File: config.mk
export PLATFORM = sky130hd
export DESIGN_NAME = sleep_wake_ctrl
export DESIGN_NICKNAME = d
export VERILOG_FILES = /design/src/rtl/sleep_wake_pkg.sv /design/src/rtl/sleep_wake_edge.sv /design/src/rtl/sleep_wake_fsm.sv /design/src/rtl/sleep_wake_flags.sv /design/src/rtl/sleep_wake_ctrl.sv
export SDC_FILE = /design/constraint.sdc
export NUM_CORES = 1
export LEC_CHECK = 0
export BUFFER_PORTS_ARGS = -buffer_cell sky130_fd_sc_hd__buf_2
export CAP_MARGIN = 40
export CORE_MARGIN = 2
export CORE_UTILIZATION = 55
export DETAILED_ROUTE_END_ITERATION = 12
export HOLD_SLACK_MARGIN = 0.02
export PLACE_DENSITY = 0.87
export REMOVE_ABC_BUFFERS = 1
export SYNTH_ARGS = -nofsm -noshare
export SYNTH_HDL_FRONTEND = slang
export SYNTH_SLANG_ARGS = --single-unit
File: constraint.sdc
create_clock -name clk -period 3.16 [get_ports clk]
set_input_delay 0.158 -clock clk [delete_from_list [all_inputs] [get_ports clk]]
set_output_delay 0.158 -clock clk [all_outputs]
set_load 0.02 [all_outputs]
File: src/rtl/sleep_wake_pkg.sv
package sleep_wake_pkg;

  typedef enum logic {
    ST_RUN  = 1'b0,
    ST_HALT = 1'b1
  } pwr_state_t;

  typedef struct packed {
    logic set_tmo;
    logic clr_tmo;
    logic set_pdn;
    logic clr_pdn;
  } flag_cmd_t;

endpackage

File: src/rtl/sleep_wake_edge.sv
module sleep_wake_edge #(
  parameter int PA_W        = 8,
  parameter int SYNC_STAGES = 2
) (
  input  logic            clk,
  input  logic            rst,
  input  logic [PA_W-1:0] pins_i,
  output logic            fall_any_o
);

  localparam int SH_W = SYNC_STAGES + 1;

  logic [PA_W-1:0] fall_vec;

  genvar gi;
  generate
    for (gi = 0; gi < PA_W; gi++) begin : g_pin
      logic [SH_W-1:0] sh;
      always_ff @(posedge clk) begin
        if (rst) sh <= '0;
        else     sh <= {sh[SH_W-2:0], pins_i[gi]};
      end
      assign fall_vec[gi] = sh[SH_W-1] & ~sh[SH_W-2];
    end
  endgenerate

  assign fall_any_o = |fall_vec;

endmodule

File: src/rtl/sleep_wake_fsm.sv
module sleep_wake_fsm
  import sleep_wake_pkg::*;
(
  input  logic      clk,
  input  logic      rst,
  input  logic      halt_cmd_i,
  input  logic      clrwd_cmd_i,
  input  logic      wdt_tmo_i,
  input  logic      ext_rst_n_i,
  input  logic      irq_i,
  input  logic      pin_fall_i,
  output logic      clk_en_o,
  output logic      full_rst_o,
  output logic      warm_rst_o,
  output flag_cmd_t fcmd_o
);

  pwr_state_t state_q, state_d;
  logic       ext_q;
  logic       ext_ev;
  logic       full_d, warm_d;
  logic       wake_ev;

  assign ext_ev  = ext_q & ~ext_rst_n_i;
  assign wake_ev = irq_i | pin_fall_i;

  always_comb begin
    state_d = state_q;
    full_d  = 1'b0;
    warm_d  = 1'b0;
    fcmd_o  = '0;
    if (state_q == ST_RUN) begin
      if (ext_ev) begin
        full_d = 1'b1;
      end else if (wdt_tmo_i) begin
        full_d         = 1'b1;
        fcmd_o.set_tmo = 1'b1;
      end else if (halt_cmd_i) begin
        state_d        = ST_HALT;
        fcmd_o.set_pdn = 1'b1;
        fcmd_o.clr_tmo = 1'b1;
      end else if (clrwd_cmd_i) begin
        fcmd_o.clr_pdn = 1'b1;
      end
    end else begin
      if (ext_ev) begin
        full_d  = 1'b1;
        state_d = ST_RUN;
      end else if (wdt_tmo_i) begin
        warm_d         = 1'b1;
        state_d        = ST_RUN;
        fcmd_o.set_tmo = 1'b1;
      end else if (wake_ev) begin
        state_d = ST_RUN;
      end
    end
  end

  always_ff @(posedge clk) begin
    if (rst) begin
      state_q    <= ST_RUN;
      ext_q      <= 1'b1;
      clk_en_o   <= 1'b1;
      full_rst_o <= 1'b0;
      warm_rst_o <= 1'b0;
    end else begin
      state_q    <= state_d;
      ext_q      <= ext_rst_n_i;
      clk_en_o   <= (state_d == ST_RUN);
      full_rst_o <= full_d;
      warm_rst_o <= warm_d;
    end
  end

endmodule

File: src/rtl/sleep_wake_flags.sv
module sleep_wake_flags
  import sleep_wake_pkg::*;
(
  input  logic      clk,
  input  logic      rst,
  input  flag_cmd_t fcmd_i,
  output logic      tmo_flag_o,
  output logic      pdn_flag_o
);

  always_ff @(posedge clk) begin
    if (rst) begin
      tmo_flag_o <= 1'b0;
      pdn_flag_o <= 1'b0;
    end else begin
      if (fcmd_i.set_tmo)      tmo_flag_o <= 1'b1;
      else if (fcmd_i.clr_tmo) tmo_flag_o <= 1'b0;
      if (fcmd_i.set_pdn)      pdn_flag_o <= 1'b1;
      else if (fcmd_i.clr_pdn) pdn_flag_o <= 1'b0;
    end
  end

endmodule

File: src/rtl/sleep_wake_ctrl.sv
module sleep_wake_ctrl
  import sleep_wake_pkg::*;
#(
  parameter int PA_W        = 8,
  parameter int SYNC_STAGES = 2
) (
  input  logic            clk,
  input  logic            rst,
  input  logic            halt_cmd_i,
  input  logic            clrwd_cmd_i,
  input  logic            wdt_tmo_i,
  input  logic            ext_rst_n_i,
  input  logic            irq_i,
  input  logic [PA_W-1:0] porta_i,
  output logic            clk_en_o,
  output logic            full_rst_o,
  output logic            warm_rst_o,
  output logic            tmo_flag_o,
  output logic            pdn_flag_o
);

  logic      pin_fall;
  flag_cmd_t fcmd;

  sleep_wake_edge #(.PA_W(PA_W), .SYNC_STAGES(SYNC_STAGES)) u_edge (
    .clk        (clk),
    .rst        (rst),
    .pins_i     (porta_i),
    .fall_any_o (pin_fall)
  );

  sleep_wake_fsm u_fsm (
    .clk         (clk),
    .rst         (rst),
    .halt_cmd_i  (halt_cmd_i),
    .clrwd_cmd_i (clrwd_cmd_i),
    .wdt_tmo_i   (wdt_tmo_i),
    .ext_rst_n_i (ext_rst_n_i),
    .irq_i       (irq_i),
    .pin_fall_i  (pin_fall),
    .clk_en_o    (clk_en_o),
    .full_rst_o  (full_rst_o),
    .warm_rst_o  (warm_rst_o),
    .fcmd_o      (fcmd)
  );

  sleep_wake_flags u_flags (
    .clk        (clk),
    .rst        (rst),
    .fcmd_i     (fcmd),
    .tmo_flag_o (tmo_flag_o),
    .pdn_flag_o (pdn_flag_o)
  );

endmodule

==> results.sh <==
export IMPL_cts_buffer_depth=2
export IMPL_cts_max_level=2
export IMPL_placed_cells=130
export IMPL_layout_drive_gt1_share=0.286
export IMPL_syn_inst=88
export IMPL_rsz0062_at_grt="false"
export IMPL_grt_overflow_total=0
export IMPL_grt_use_total=0.155
export IMPL_n_antenna_cell=0
export IMPL_nets=127
export IMPL_clkLatencyLatePin_ps=310
export IMPL_final_fill_count=149
export IMPL_placed_area_mm2=0.00110
export IMPL_routed_wl_mm=1.36
export IMPL_syn_area_per_cell_um2=11.2
export IMPL_seqCellArea_um2=621
export IMPL_grt_antenna_before_repair=0
export IMPL_crit_end="u_fsm.clk_en_o$_SDFF_PP1_"
export IMPL_worstPathRequired_ps=3350
export IMPL_synth_largest_area_cell="dfxtp_1"
export IMPL_reg2reg_from="u_fsm.state_q$_SDFF_PP0_"
export IMPL_setup_tns_ps=0
export IMPL_cts_resized=0
export IMPL_ctsHoldBuffers=0
export IMPL_maxCapViolCount=0
export IMPL_timing_hold_violations_final=0
export IMPL_ys_flop_type="dfxtp_1"
export IMPL_port_buffers=19
export IMPL_worstPathArrival_ps=1320
export IMPL_vias_per_cell=4.53
export IMPL_tightest_slew_ps=421
export IMPL_synth_common_cells="dfxtp_1, nor2b_1, inv_1"
export IMPL_setup_viol=0
export IMPL_start_kind="flip-flop"
export IMPL_vias=621
export IMPL_die_y_um=46.3
export IMPL_clkTransAtPathRegs_ps=90
export IMPL_fin_util=0.679
export IMPL_ant_nets=0
export IMPL_yosysMostFrequentCell="dfxtp_1"
export IMPL_critPathKind="flip-flop to flip-flop"
export IMPL_multi_input_area_um2=323
export IMPL_die_w_um=46.3
export IMPL_leakagePower_nw=0.516
export IMPL_ys_seq_elements=31
export IMPL_r2r_end="u_fsm.clk_en_o$_SDFF_PP1_"
export IMPL_use_met2=0.239
export IMPL_drc=0
export IMPL_critPathLaunch="u_fsm.state_q$_SDFF_PP0_"
export IMPL_final_cells=137
export IMPL_rows=15
export IMPL_top_level_ports=20
export IMPL_r2r_cells=3
export IMPL_fin_crit_sh=0.356
export IMPL_relSlewSlack=0.719
export IMPL_cts_setup_buffers=0
export IMPL_async_flop_share=0
export IMPL_skew_ps=10.2
export IMPL_grt_pass1_wl_mm=2.15
export IMPL_initial_utilization=0.577
export IMPL_met3_usage=0.0588
export IMPL_grt_max_degree=29
export IMPL_synth_edf_count=0
export IMPL_coreArea_mm2=0.00171
export IMPL_netlist_area_leader_share=0.630
export IMPL_critPathCaptureType="flip-flop"
export IMPL_clock_sinks=31
export IMPL_design_area_mm2=0.00116
export IMPL_ys_seq_area_frac=0.630
export IMPL_ys_warnings_count=0
export IMPL_hold_class="primary input to flip-flop"
export IMPL_hpwl_um=982
export IMPL_synth_top_cells_by_area="dfxtp_1, nor2b_1, and2b_1, inv_1, a2111oi_4"
export IMPL_numCtsBuffers=5
export IMPL_drt_iter0_markers=3
export IMPL_grt_use_met1=0.154
export IMPL_peakVddDrop_uv=403
export IMPL_ys_types=23
export IMPL_dr_pass1_iters=2
export IMPL_drt_wirelength_per_cell_um=9.94
export IMPL_fmax_mhz=888
export IMPL_cts_tree="done"
export IMPL_cp_max_fo=4
export IMPL_fin_crit_ps=1130
export IMPL_grt_pass1_vias=535
export IMPL_rrSetupSlack_ps=2030
export IMPL_place_congestion=0.769
export IMPL_finalMaxSlewViolations=0
export IMPL_syn_cell_area_um2=985
export IMPL_gr_max_usage_layer="met2"
export IMPL_status="finished clean"
export IMPL_dp_worst_setup_slack_ps=1890
export IMPL_die_area_mm2=0.00214
export IMPL_cellPowerDensity_mw_per_mm2=587
export IMPL_worst_slack_ps=2030
export IMPL_root_buffer="clkbuf_4"
export IMPL_syn_to_final_growth_pct=17.8
## routing by layer
layer  vias to the layer above  wire (um)
li1                        325          -
met1                       272        570
met2                        22        675
met3                         2         92
met4                         0         23
met5                         -          0
## sequential cells by signal (all words and copies together), names as in the netlist
signal,cells
u_fsm.ext_q,1
u_fsm.clk_en_o,1
u_flags.tmo_flag_o,1
u_flags.pdn_flag_o,1
u_fsm.warm_rst_o,1
u_fsm.state_q,1
u_edge.g_pin.sh,24
u_fsm.full_rst_o,1
## kinds of logic (layout without fill, tap and decap cells)
family / Yosys count / count (layout) / share of synthesized area
DFF: 31 / 31 / 0.630
buffers and inverters: 11 / 35 / 0.0419
AOI/OAI and AO/OA: 10 / 10 / 0.0890
and+or+nand+nor: 36 / 36 / 0.239
## final cells by class
class / instances / share of cell area
Inverter: 9 / 0.0291
Sequential cell: 31 / 0.535
Multi-Input combinational cell: 46 / 0.278
Timing Repair Buffer: 19 / 0.0820
Clock buffer: 6 / 0.0442
Tap cell: 25 / 0.0270
Clock inverter: 1 / 0.00432
## layout by cell type (no fill, tap or decap), types with 2 or more instances in the layout
cell / instances
nor2_1: 7
buf_2: 19
inv_1: 8
dfxtp_1: 31
a22oi_1: 2
nor2b_1: 14
clkbuf_4: 5
and2b_1: 7
a21oi_1: 2
## how the worst min path moves through the flow
stage                startpoint                          endpoint  slack [ps]  cells after the start
finish               porta_i[1]  u_edge.g_pin[1].sh[0]$_SDFF_PP0_          40                      2
global route         porta_i[3]  u_edge.g_pin[3].sh[0]$_SDFF_PP0_          40                      2
CTS                  porta_i[1]  u_edge.g_pin[1].sh[0]$_SDFF_PP0_          30                      2
detailed placement  ext_rst_n_i            u_fsm.ext_q$_SDFF_PP1_         370                      2
global placement    ext_rst_n_i            u_fsm.ext_q$_SDFF_PP1_         360                      2
floorplan                   rst       u_fsm.full_rst_o$_SDFF_PP0_         230                      1
## through the flow
stage	total power [mW]	hold WS (ps)
after floorplan	0.448	227
after global placement	0.466	363
after detailed placement	0.469	365
after CTS	0.689	26.4
after global routing	0.711	36.0
final	0.680	39.3
## critical path, stage by stage, from the launching register on
cell       delay [ps]
dfxtp_1           420
nand3_4           110
a2111oi_4         360
a31oi_1           120
## power by group
| group | total, mW | internal, mW | switching (mW) | leakage (nW) |
|---|---|---|---|---|
| Clock | 0.222 | 0.103 | 0.119 | 0.0341 |
| Sequential | 0.413 | 0.407 | 0.00561 | 0.255 |
| Combinational | 0.0459 | 0.0223 | 0.0236 | 0.227 |
Note: power is estimated with default switching activity, not from simulation.
